$ cat src/rtl/leap_pkg.sv
package leap_pkg;

    localparam int DEF_CODE_W = 16;
    localparam int DEF_SEG_W  = 4;

    typedef enum logic {
        ORIENT_EVEN = 1'b0,
        ORIENT_ODD  = 1'b1
    } orient_e;

endpackage

$ cat src/rtl/leap_orient_fsm.sv
module leap_orient_fsm
    import leap_pkg::*;
(
    input  logic    clk,
    input  logic    rst,
    input  logic    load_i,
    input  logic    seg_odd_i,
    output orient_e orient_o,
    output logic    swap_o
);

    orient_e state_q;
    orient_e state_d;

    // next-state logic: enter odd / enter even / stay
    always_comb begin
        state_d = state_q;
        unique case (state_q)
            ORIENT_EVEN: begin
                if (load_i && seg_odd_i) begin
                    state_d = ORIENT_ODD;
                end
            end
            ORIENT_ODD: begin
                if (load_i && !seg_odd_i) begin
                    state_d = ORIENT_EVEN;
                end
            end
        endcase
    end

    // state register
    always_ff @(posedge clk) begin
        if (rst) begin
            state_q <= ORIENT_EVEN;
        end else begin
            state_q <= state_d;
        end
    end

    // outputs
    always_comb begin
        orient_o = state_q;
        unique case (state_q)
            ORIENT_EVEN: swap_o = 1'b0;
            ORIENT_ODD:  swap_o = 1'b1;
        endcase
    end

endmodule

$ cat src/rtl/leap_tap_sel.sv
module leap_tap_sel
    import leap_pkg::*;
#(
    parameter int SEG_W  = DEF_SEG_W,
    localparam int NODE_W = SEG_W + 1
) (
    input  logic [SEG_W-1:0]  seg_i,
    input  orient_e           orient_i,
    output logic [NODE_W-1:0] tap_a_o,
    output logic [NODE_W-1:0] tap_b_o
);

    logic [NODE_W-1:0] node_lo;
    logic [NODE_W-1:0] node_hi;

    always_comb begin
        node_lo = {1'b0, seg_i};
        node_hi = node_lo + NODE_W'(1);
        unique case (orient_i)
            ORIENT_EVEN: begin
                tap_a_o = node_lo;
                tap_b_o = node_hi;
            end
            ORIENT_ODD: begin
                tap_a_o = node_hi;
                tap_b_o = node_lo;
            end
        endcase
    end

endmodule

$ cat src/rtl/leap_fine_map.sv
module leap_fine_map #(
    parameter int FINE_W = 12
) (
    input  logic [FINE_W-1:0] fine_raw_i,
    input  logic              swap_i,
    output logic [FINE_W-1:0] fine_o
);

    for (genvar gi = 0; gi < FINE_W; gi++) begin : g_bit
        assign fine_o[gi] = fine_raw_i[gi] ^ swap_i;
    end

endmodule

$ cat src/rtl/leap_decoder.sv
module leap_decoder
    import leap_pkg::*;
#(
    parameter int CODE_W = DEF_CODE_W,
    parameter int SEG_W  = DEF_SEG_W,
    localparam int FINE_W = CODE_W - SEG_W,
    localparam int NODE_W = SEG_W + 1
) (
    input  logic              clk,
    input  logic              rst,
    input  logic              load_i,
    input  logic [CODE_W-1:0] code_i,
    output logic [NODE_W-1:0] tap_a_o,
    output logic [NODE_W-1:0] tap_b_o,
    output logic [FINE_W-1:0] fine_o
);

    logic [CODE_W-1:0] code_q;
    orient_e           orient;
    logic              swap;

    // captured code
    always_ff @(posedge clk) begin
        if (rst) begin
            code_q <= '0;
        end else if (load_i) begin
            code_q <= code_i;
        end
    end

    leap_orient_fsm u_fsm (
        .clk      (clk),
        .rst      (rst),
        .load_i   (load_i),
        .seg_odd_i(code_i[FINE_W]),
        .orient_o (orient),
        .swap_o   (swap)
    );

    leap_tap_sel #(.SEG_W(SEG_W)) u_taps (
        .seg_i   (code_q[CODE_W-1 -: SEG_W]),
        .orient_i(orient),
        .tap_a_o (tap_a_o),
        .tap_b_o (tap_b_o)
    );

    leap_fine_map #(.FINE_W(FINE_W)) u_fine (
        .fine_raw_i(code_q[FINE_W-1:0]),
        .swap_i    (swap),
        .fine_o    (fine_o)
    );

endmodule

$ cat config.mk
export PLATFORM = sky130hd
export DESIGN_NAME = leap_decoder
export DESIGN_NICKNAME = d
export VERILOG_FILES = /design/src/rtl/leap_pkg.sv /design/src/rtl/leap_orient_fsm.sv /design/src/rtl/leap_tap_sel.sv /design/src/rtl/leap_fine_map.sv /design/src/rtl/leap_decoder.sv
export SDC_FILE = /design/constraint.sdc
export NUM_CORES = 1
export LEC_CHECK = 0
export BUFFER_PORTS_ARGS = -buffer_cell sky130_fd_sc_hd__buf_4
export CORE_MARGIN = 5
export CORE_UTILIZATION = 24
export DETAILED_ROUTE_END_ITERATION = 16
export GPL_TIMING_DRIVEN = 0
export PLACE_DENSITY = 0.58
export SYNTH_ARGS = -nofsm -noshare
export SYNTH_HDL_FRONTEND = slang
export SYNTH_SLANG_ARGS = --single-unit
$ cat constraint.sdc
create_clock -name clk -period 1.1 [get_ports clk]
set_input_delay 0.33 -clock clk [delete_from_list [all_inputs] [get_ports clk]]
set_output_delay 0.33 -clock clk [all_outputs]
set_load 0.01 [all_outputs]
==> summary.md, run 1 <==
| Metric | Value |
|---|---|
| Status | finished, violations left |
| Failing checks | negative setup slack |
| Clk slew on worst S/H paths | 0.10 ns |
| Yosys reg bits | 16 |
| Setup crit end kind | output pin |
| Final ANT Viol Nets | 0 |
| Final min period | 1.60 ns |
| Max-slew violation count | 0 |
| Sequential area share after synthesis | 39.7% |
| DR WL met3 | 136 µm |
| Delay-heaviest family, CP | flip-flops |
| Fin util | 44.6% |
| Worst Reg-to-Reg Cells | 4 |
| Largest register FFs | 16 |
| Switch share | 27.1% |
| Initial Utilization | 24.6% |
| Hold buffers post-CTS | 0 |
| Final #Nets | 149 |
| TritonCTS clock tree | yes |
| IO Port Bufs | 36 |
| Top layer in use | met4 |
| GRT Total Usage | 8.99% |
| Yosys warning total | 0 |
| Area of the mapped netlist | 807 µm² |
| Switching power total | 0.000409 W |
| Syn Inst Count | 82 |
| CP Buf/Inv Count | 1 |
| Largest Register | code_q |
| Seq pwr share | 43.3% |
| Root buffer cell | clkbuf_4 |
| Die area | 4620 µm² |
| GR Overflow Total | 0 |
| Worst path required time | 0.77 ns |
| Biggest regs | code_q (16) |
| First-pass DRT Iterations | 3 |
| FMAX | 627 MHz |
| CP Max Fanout | 2 |
| Worst Hold End | code_q[3] |
| Max Cap Viol | 0 |
| Finished Layout Cells | 174 |
| Drt drc | 0 |
| Placer Congestion | 0.589 |
| Number of global-route vias before repair | 679 |
| Final setup violating endpoints | 20 |
| R2R setup slack | 0.17 ns |
| Final hold viol count | 0 |
| Leakage power | 0.709 nW |
| H-Tree Depth | 1 |
| Vias per cell | 3.91 |
| Pin count of the biggest net entering global routing | 11 |
| # fillers | 315 |
| DR iter-0 viols | 5 |
| R2R Path End | code_q[12] |
| Clock Tree Buf Depth | 2 |
| WHS Path Cells | 3 |
| Clock share of power | 25.9% |
| Chip height | 68.0 µm |
| Finished Cell Area | 1460 µm² |
| Antenna violations before repair | 0 |
| Worst Hold Launch | code_i[3] |
| Setup CP Type | flip-flop to output pin |
| Synthesized Nets | 102 |
| Routed vias | 681 |
| Global-route wire length before repair | 3080 µm |
| Final setup margin | -0.496 ns |
| # IOs | 41 |
| R2r startpoint | code_q[12] |
| Clock latency on the worst-skew pair | 0.28 ns |
| P&R area growth vs syn | 81.4% |
| N_diodes | 0 |
| CP arrival | 1.27 ns |
| DP Cell Count | 164 |
| Combinational share of power | 30.8% |
| TritonCTS buffer count | 3 |
| Most area-consuming cells after synthesis | dfxtp_1 (40%), mux2i_1 (20%), xor2_1 (13%), nor2_1 (8.4%), xnor2_1 (3.3%) |
| Final Skew | 0 ns |
| CORE AREA | 3280 µm² |
| Avg Inst Size Synth | 9.84 µm² |
| Worst hold path type | input port to flip-flop |
| FP Rows | 21 |
| Pint | 0.00110 W |
| Dpl hpwl | 1470 µm |
| Clk sink count | 16 |
| WL/cell | 11.4 µm |
| Share of layout cells above drive strength 1 | 59.4% |
| Startpoint Class | flip-flop |
| Share of the synthesized area in the top cell type | 39.7% |
| DR WL met2 | 1080 µm |
| Die W | 68.0 µm |
| Top cell type by total area after synthesis | dfxtp_1 |
| WL final | 1980 µm |
| CP peak stage delay | 0.37 ns |
| M1 wire length | 751 µm |
| Pwr/cell area | 1030 nW/µm² |
| Area of placed instances | 1300 µm² |
| Post-Route Setup TNS | -8.37 ns |
| RSZ-0062 raised after global routing | true |
| Netlist cell types | 17 |
| Critical Path, Cell by Cell | ha_4 > mux2_4 > buf_6 |
| Maximum vdd drop | 0.314 mV |
| Slowest-stage cell, CP | dfxtp_4 |
| Final Cycle Share | 145% |
synth_stat cells:
| library cell | n |
|---|---|
| buf_2 | 1 |
| clkbuf_1 | 1 |
| ha_1 | 1 |
| buf_12 | 1 |
| buf_6 | 2 |
| buf_4 | 3 |
| xor2_1 | 12 |
| mux2_2 | 1 |
| nand2_1 | 2 |
| xnor2_1 | 3 |
| conb_1 | 2 |
| mux2i_1 | 16 |
| nor2_1 | 18 |
| dfxtp_1 | 16 |
| nand3_1 | 1 |
| nand2b_1 | 1 |
| buf_1 | 1 |
worst max path at each step:
stage	cells past startpoint	start	end	slack (ns)
after global routing	3	code_q[13]	tap_b_o[1]	-0.54
after floorplan	2	code_q[12]	tap_b_o[1]	-0.07
after CTS	3	code_q[13]	tap_b_o[1]	-0.51
after global placement	4	code_q[12]	fine_o[7]	-0.21
final	3	code_q[13]	tap_b_o[1]	-0.50
after detailed placement	4	code_q[12]	fine_o[7]	-0.21
worst reg2reg max path, cell delays in order, from the launching register on:
cell	delay (ns)
dfxtp_4	0.37
buf_12	0.14
buf_16	0.15
mux2i_1	0.12
nor2_1	0.05
metal layers:
metal,track usage [%],vias up
li1,-,340
met1,10.5,321
met2,16.0,18
met3,2.63,2
met4,2.23,0
met5,0,-
area by class of cell:
class,instances,area (µm²),area share (%)
well taps,46,57.6,3.93
flip-flops and latches,16,335,22.9
plain buffers,9,98.8,6.75
repair buffers,42,362,24.7
clock buffers,4,36.3,2.48
multi-input cells,57,574,39.2
per-stage QoR:
stage | setup WS [ns] | hold slack [ns] | total power [W]
after floorplan | -0.0722 | 0.477 | 0.000905
after global placement | -0.209 | 0.494 | 0.00107
after detailed placement | -0.208 | 0.505 | 0.00108
after CTS | -0.506 | 0.271 | 0.00153
after global routing | -0.539 | 0.276 | 0.00160
final | -0.496 | 0.275 | 0.00151
cells by family after synthesis:
family / synth area share (%)
buffers and inverters: 9.61
DFF: 39.7
other: 0.931
xor gates and xnor gates: 16.3
muxes: 21.2
adders and majority gates: 1.55
and+or+nand+nor: 10.7
what timing repair did:
item                                   CTS  global route
setup buffers                            4             1
pin swaps                                4             1
setup endpoints to repair               20            20
endpoints found under the hold margin    0             0
gates cloned                             1             0
gates resized for setup                 15             5
placed cells by master (no fill, tap or decap):
master	synthesis	routed
mux2i_1	16	16
nor2_2	0	1
dfxtp_1	16	12
xor2_1	12	3
nand3_2	0	1
dfxtp_4	0	4
buf_6	2	8
nand2_1	2	1
ha_4	0	1
xnor2_2	0	3
clkbuf_8	0	1
buf_12	1	3
buf_16	0	1
buf_4	3	36
nor2_4	0	1
clkbuf_1	1	1
xor2_4	0	3
xor2_2	0	6
buf_1	1	1
nand2_2	0	1
buf_2	1	1
nand2b_4	0	1
nor2_1	18	16
conb_1	2	2
clkbuf_4	0	3
mux2_4	0	1
power groups by stage:
stage          Sequential, W  Combinational [W]  Clock, W
4_1_cts             0.000654           0.000464  0.000414
6_report            0.000652           0.000465  0.000391
2_1_floorplan       0.000665           0.000240         0
3_3_place_gp        0.000668           0.000405         0
5_1_grt             0.000659           0.000504  0.000441
3_5_place_dp        0.000670           0.000410         0
Note: power is estimated with default switching activity, not from simulation.
==> run 2: changes to the inputs <==
--- a/config.mk
+++ b/config.mk
@@ -7,10 +7,10 @@
 export LEC_CHECK = 0
 export BUFFER_PORTS_ARGS = -buffer_cell sky130_fd_sc_hd__buf_4
 export CORE_MARGIN = 5
-export CORE_UTILIZATION = 24
+export CORE_UTILIZATION = 39
 export DETAILED_ROUTE_END_ITERATION = 16
 export GPL_TIMING_DRIVEN = 0
-export PLACE_DENSITY = 0.58
+export PLACE_DENSITY = 0.82
 export SYNTH_ARGS = -nofsm -noshare
 export SYNTH_HDL_FRONTEND = slang
 export SYNTH_SLANG_ARGS = --single-unit
==> run 2 against run 1 <==
Compared with the run above:
- the flow still finishes with violations (negative setup slack)
- final area fell by 5.7%
- core utilization rose by 26 points
- first-iteration DRC count rose by 100%
- fmax rose by 1.3%
- register-to-register slack barely moved
- sequential power barely moved
- count of clock-buffer cells in the layout fell by 1
- die area fell by 33%
- critical path type unchanged
- largest power group unchanged
==> summary.md, run 2 (synthesized netlist as in run 1, its figures left out) <==
| Metric | Value |
|---|---|
| Worst Hold End | code_q[6] (was code_q[3]) |
| Setup crit end kind | output pin (unchanged) |
| Final setup violating endpoints | 20 (unchanged) |
| Post-Place Worst Slack | -0.210 ns (was -0.208 ns) |
| GR Overflow Total | 0 (unchanged) |
| Hold WS | 0.285 ns (was 0.275 ns) |
| Final hold viol count | 0 (unchanged) |
| Finished Layout Cells | 153 (was 174) |
| Clk sink count | 16 (unchanged) |
| Startpoint Class | flip-flop (unchanged) |
| R2R Path End | code_q[12] (unchanged) |
| Maximum vdd drop | 0.812 mV (was 0.314 mV) |
| Vias per cell | 4.46 (was 3.91) |
| IO Port Bufs | 36 (unchanged) |
| Fin util | 70.3% (was 44.6%) |
| Most frequent cells in the layout | buf_4 (37), nor2_1 (17), mux2i_1 (16) (was buf_4 (36), mux2i_1 (16), nor2_1 (16)) |
| First-pass DRT Iterations | 4 (was 3) |
| Leading cell type in the layout, fill and taps excluded | buf_4 (unchanged) |
| Largest Register | code_q (unchanged) |
| FMAX | 634 MHz (was 627 MHz) |
| CP arrival | 1.25 ns (was 1.27 ns) |
| R2r startpoint | code_q[12] (unchanged) |
| Share of layout cells above drive strength 1 | 56.3% (was 59.4%) |
| Final min period | 1.58 ns (was 1.60 ns) |
| Die area | 3080 µm² (was 4620 µm²) |
| CORE AREA | 1960 µm² (was 3280 µm²) |
| Area of placed instances | 1280 µm² (was 1300 µm²) |
| Final Cycle Share | 143% (was 145%) |
| Die W | 55.5 µm (was 68.0 µm) |
| Initial Utilization | 41.1% (was 24.6%) |
| Largest register FFs | 16 (unchanged) |
| Clock Tree Buf Depth | 2 (unchanged) |
| Max-slew violation count | 0 (unchanged) |
| Dpl hpwl | 1470 µm (about the same) |
| # IOs | 41 (unchanged) |
| FP Rows | 16 (was 21) |
| Worst path required time | 0.77 ns (about the same) |
| Global-route wire length before repair | 3310 µm (was 3080 µm) |
| Final #Nets | 148 (was 149) |
| CP Max Fanout | 2 (unchanged) |
| Worst Hold Launch | code_i[6] (was code_i[3]) |
| WL/cell | 12.8 µm (was 11.4 µm) |
| Drt drc | 0 (unchanged) |
| N_diodes | 0 (unchanged) |
| Final ANT Viol Nets | 0 (unchanged) |
| Hold buffers post-CTS | 0 (unchanged) |
| P&R area growth vs syn | 71.0% (was 81.4%) |
| Worst hold path type | input port to flip-flop (unchanged) |
| H-Tree Depth | 1 (unchanged) |
| Chip height | 55.5 µm (was 68.0 µm) |
| Failing checks | negative setup slack (unchanged) |
| Number of global-route vias before repair | 785 (was 679) |
| Status | finished, violations left (unchanged) |
| Biggest regs | code_q (16) (unchanged) |
| Final Skew | 0 ns (unchanged) |
| Pwr/cell area | 1020 nW/µm² (was 1030 nW/µm²) |
| TritonCTS clock tree | yes (unchanged) |
| DP Cell Count | 145 (was 164) |
| Clk slew on worst S/H paths | 0.09 ns (was 0.10 ns) |
| Antenna violations before repair | 0 (unchanged) |
| Clock latency on the worst-skew pair | 0.27 ns (was 0.28 ns) |
| Leakage power | 0.690 nW (was 0.709 nW) |
| Root buffer cell | clkbuf_4 (unchanged) |
| DR iter-0 viols | 10 (was 5) |
| Routed vias | 682 (was 681) |
| Worst Reg-to-Reg Cells | 4 (unchanged) |
| Max Cap Viol | 0 (unchanged) |
| R2R setup slack | 0.16 ns (was 0.17 ns) |
| WHS Path Cells | 3 (unchanged) |
| Placer Congestion | 0.727 (was 0.589) |
| Finished Cell Area | 1380 µm² (was 1460 µm²) |
| RSZ-0062 raised after global routing | true (unchanged) |
| TritonCTS buffer count | 3 (unchanged) |
| GRT Total Usage | 13.4% (was 8.99%) |
| Pin count of the biggest net entering global routing | 11 (unchanged) |
| Setup CP Type | flip-flop to output pin (unchanged) |
| WL final | 1960 µm (was 1980 µm) |
| Final setup margin | -0.476 ns (was -0.496 ns) |
run 2: where the power goes:
| group | switching (W) | total, W | leakage [nW] | internal [W] |
|---|---|---|---|---|
| Combinational | 0.000176 | 0.000450 | 0.542 | 0.000274 |
| Clock | 0.000171 | 0.000298 | 0.0138 | 0.000127 |
| Sequential | 0.0000410 | 0.000654 | 0.134 | 0.000613 |
| Total | 0.000389 | 0.00140 | 0.690 | 0.00101 |
run 2: stage by stage:
step | power [W] | setup TNS, ns
2_1_floorplan | 0.000905 | -0.682
3_3_place_gp | 0.00107 | -2.32
3_5_place_dp | 0.00108 | -2.59
4_1_cts | 0.00141 | -8.47
5_1_grt | 0.00147 | -9.31
6_report | 0.00140 | -8.26
run 2: repair_timing:
action | in CTS | in global routing
setup buffers | 4 | 0
resized for setup | 9 | 0
cloned | 0 | 1
endpoints found under the setup margin | 20 | 20
pin swaps | 4 | 1
run 2: per-layer routing:
| metal | GRT usage [%] | up-vias | part of all wire [%] |
|---|---|---|---|
| met2 | 23.0 | 31 | 52 |
| met4 | 6.25 | 0 | 1.1 |
| li1 | - | 336 | - |
| met1 | 14.2 | 313 | 36 |
| met3 | 5.13 | 2 | 11 |
| met5 | 0 | - | 0 |
run 2: layout make-up:
type,instances,area (µm²)
clock buffers,3,22.5
flip-flops and latches,16,330
fillers,155,582
multi-input cells,57,559
repair buffers,41,344
well taps,27,33.8
plain buffers,9,90.1
run 2: worst max-delay path by stage:
stage	from	end	slack, ns	cells after the start
global route	code_q[12]	fine_o[0]	-0.51	4
CTS	code_q[13]	tap_b_o[1]	-0.50	3
floorplan	code_q[12]	tap_b_o[1]	-0.07	2
detailed placement	code_q[12]	fine_o[9]	-0.21	4
finish	code_q[12]	tap_b_o[1]	-0.48	3
global placement	code_q[12]	fine_o[9]	-0.19	4
run 2: worst max-delay path, cell delays in order, from the launching register on:
cell and delay, ns:
dfxtp_2 0.35, ha_4 0.24, mux2_4 0.27, buf_6 0.12
==> run 3: changes to the inputs <==
--- a/config.mk
+++ b/config.mk
@@ -10,7 +10,9 @@
 export CORE_UTILIZATION = 39
 export DETAILED_ROUTE_END_ITERATION = 16
 export GPL_TIMING_DRIVEN = 0
+export HOLD_SLACK_MARGIN = 0.06
 export PLACE_DENSITY = 0.82
+export REMOVE_ABC_BUFFERS = 1
 export SYNTH_ARGS = -nofsm -noshare
 export SYNTH_HDL_FRONTEND = slang
 export SYNTH_SLANG_ARGS = --single-unit
==> run 3 against run 2 <==
Compared with the run above:
- the run still ends with negative setup slack left
- fmax down 0.95%
- flip-flop and latch count unchanged
- die area unchanged
- register-to-register slack better by 0.02 ns
- hold slack worse by 0.0032 ns
- via count down 1.5%
- largest cell class unchanged
- highest routed layer unchanged
==> summary.md, run 3 (synthesized netlist as in run 1, its figures left out) <==
| Metric | Value |
|---|---|
| Status | finished, violations left (unchanged) |
| Failing checks | negative setup slack (unchanged) |
| Leakage power | 0.621 nW (was 0.690 nW) |
| Drt drc | 0 (unchanged) |
| Setup CP Type | flip-flop to output pin (unchanged) |
| WHS Path Cells | 3 (unchanged) |
| Worst Reg-to-Reg Cells | 4 (unchanged) |
| Area of placed instances | 1050 µm² (was 1280 µm²) |
| Maximum vdd drop | 0.662 mV (was 0.812 mV) |
| IO Port Bufs | 38 (was 36) |
| GR Overflow Total | 0 (unchanged) |
| Routed vias | 672 (was 682) |
| Post-Place Worst Slack | -0.896 ns (was -0.210 ns) |
| Largest register FFs | 16 (unchanged) |
| CORE AREA | 1960 µm² (unchanged) |
| Initial Utilization | 41.1% (unchanged) |
| Clock Tree Buf Depth | 2 (unchanged) |
| R2R Path End | code_q[12] (unchanged) |
| CP Buf/Inv Count | 1 (unchanged) |
| Startpoint Class | flip-flop (unchanged) |
| Hold WS | 0.282 ns (was 0.285 ns) |
| Max Cap Viol | 0 (unchanged) |
| Vias per cell | 4.57 (was 4.46) |
| Critical Path, Cell by Cell | ha_4 > mux2_4 > buf_6 (unchanged) |
| Antenna violations before repair | 0 (unchanged) |
| Leading cell type in the layout, fill and taps excluded | buf_4 (unchanged) |
| Final Cycle Share | 145% (was 143%) |
| Final #Nets | 141 (was 148) |
| Placer Congestion | 0.754 (was 0.727) |
| Final Skew | 0 ns (unchanged) |
| # fillers | 158 (was 155) |
| WL final | 1900 µm (was 1960 µm) |
| R2R setup slack | 0.18 ns (was 0.16 ns) |
| Die area | 3080 µm² (unchanged) |
| DR iter-0 viols | 7 (was 10) |
| P&R area growth vs syn | 45.3% (was 71.0%) |
| Root buffer cell | clkbuf_4 (unchanged) |
| Clk slew on worst S/H paths | 0.09 ns (about the same) |
| Final setup margin | -0.491 ns (was -0.476 ns) |
| CP arrival | 1.26 ns (was 1.25 ns) |
| R2r startpoint | code_q[12] (unchanged) |
| Finished Cell Area | 1170 µm² (was 1380 µm²) |
| Number of global-route vias before repair | 698 (was 785) |
| Dpl hpwl | 1310 µm (was 1470 µm) |
| Final ANT Viol Nets | 0 (unchanged) |
| Worst path required time | 0.77 ns (about the same) |
| Final hold viol count | 0 (unchanged) |
| Max-slew violation count | 0 (unchanged) |
| Most frequent cells in the layout | buf_4 (39), nor2_1 (17), mux2i_1 (16) (was buf_4 (37), nor2_1 (17), mux2i_1 (16)) |
| Global-route wire length before repair | 3100 µm (was 3310 µm) |
| # IOs | 41 (unchanged) |
| Biggest regs | code_q (16) (unchanged) |
| Setup crit end kind | output pin (unchanged) |
| Pin count of the biggest net entering global routing | 17 (was 11) |
| TritonCTS buffer count | 3 (unchanged) |
| Worst hold path type | input port to flip-flop (unchanged) |
| GRT Total Usage | 12.8% (was 13.4%) |
| H-Tree Depth | 1 (unchanged) |
| Final min period | 1.59 ns (was 1.58 ns) |
| FMAX | 628 MHz (was 634 MHz) |
| Clk sink count | 16 (unchanged) |
| First-pass DRT Iterations | 4 (unchanged) |
| CP Max Fanout | 2 (unchanged) |
| FP Rows | 16 (unchanged) |
| TritonCTS clock tree | yes (unchanged) |
| RSZ-0062 raised after global routing | true (unchanged) |
| Slowest-stage cell, CP | dfxtp_2 (unchanged) |
| Delay-heaviest family, CP | flip-flops (unchanged) |
| N_diodes | 0 (unchanged) |
| WL/cell | 12.9 µm (was 12.8 µm) |
| Pwr/cell area | 1190 nW/µm² (was 1020 nW/µm²) |
| Chip height | 55.5 µm (unchanged) |
| Worst Hold End | code_q[6] (unchanged) |
| Clock latency on the worst-skew pair | 0.28 ns (was 0.27 ns) |
| Worst Hold Launch | code_i[6] (unchanged) |
| CP peak stage delay | 0.35 ns (about the same) |
| Die W | 55.5 µm (unchanged) |
| Share of layout cells above drive strength 1 | 45.0% (was 56.3%) |
| Final setup violating endpoints | 19 (was 20) |
| Largest Register | code_q (unchanged) |
-- run 3: timing repair --
item                                    4_1_cts  5_1_grt
gates cloned                                  0        0
pin swaps                                     2        1
endpoints found under the setup margin       21       20
gates resized for setup                       9        4
hold buffers                                  0        0
buffers inserted                              5        0
-- run 3: how the worst max path moves through the flow --
stage / start / endpoint / slack [ns] / depth (start not counted)
finish: code_q[13] / tap_b_o[1] / -0.49 / 3
global route: code_q[13] / tap_b_o[1] / -0.54 / 3
CTS: code_q[12] / tap_b_o[1] / -0.48 / 3
detailed placement: code_q[12] / tap_b_o[1] / -0.90 / 3
global placement: code_q[12] / tap_b_o[1] / -0.87 / 3
floorplan: code_q[12] / tap_b_o[1] / -0.64 / 2
-- run 3: metrics by stage --
step	std cells	TNS (ns)	power, W	util, %
2_1_floorplan	73	-6.22	0.000796	-
3_3_place_gp	138	-10.25	0.000978	53.4
3_5_place_dp	138	-10.83	0.000988	53.4
4_1_cts	147	-7.88	0.00141	58.9
5_1_grt	147	-8.88	0.00148	59.8
6_report	147	-7.52	0.00139	59.8
-- run 3: layout make-up --
cell class / count / area (µm²) / area share [%]
tap: 27 / 33.8 / 2.88
sequential: 16 / 329 / 28.1
clock buffer: 4 / 36.3 / 3.09
multi-input combinational: 57 / 435 / 37.1
timing repair buffer: 43 / 338 / 28.8
-- run 3: routing by layer --
metal / track usage, % / routed length [µm] / vias to the layer above
met3: 5.36 / 149 / 4
met2: 23.0 / 940 / 30
met1: 12.8 / 789 / 305
met4: 5.21 / 22 / 0
met5: 0 / 0 / -
li1: - / - / 333
-- run 3: tightest hold or removal path, delay by kind of cell --
| family | cells | cell delay (ns) |
|---|---|---|
| buf+inv | 1 | 0.08 |
| mux | 1 | 0.05 |
| simple gates | 1 | 0.07 |
-- run 3: power breakdown --
group	switching, W	total [W]	leakage [nW]	internal [W]
clock	0.000178	0.000379	0.0210	0.000201
combinational	0.000158	0.000372	0.466	0.000214
sequential	0.0000287	0.000641	0.134	0.000613
total	0.000364	0.00139	0.621	0.00103
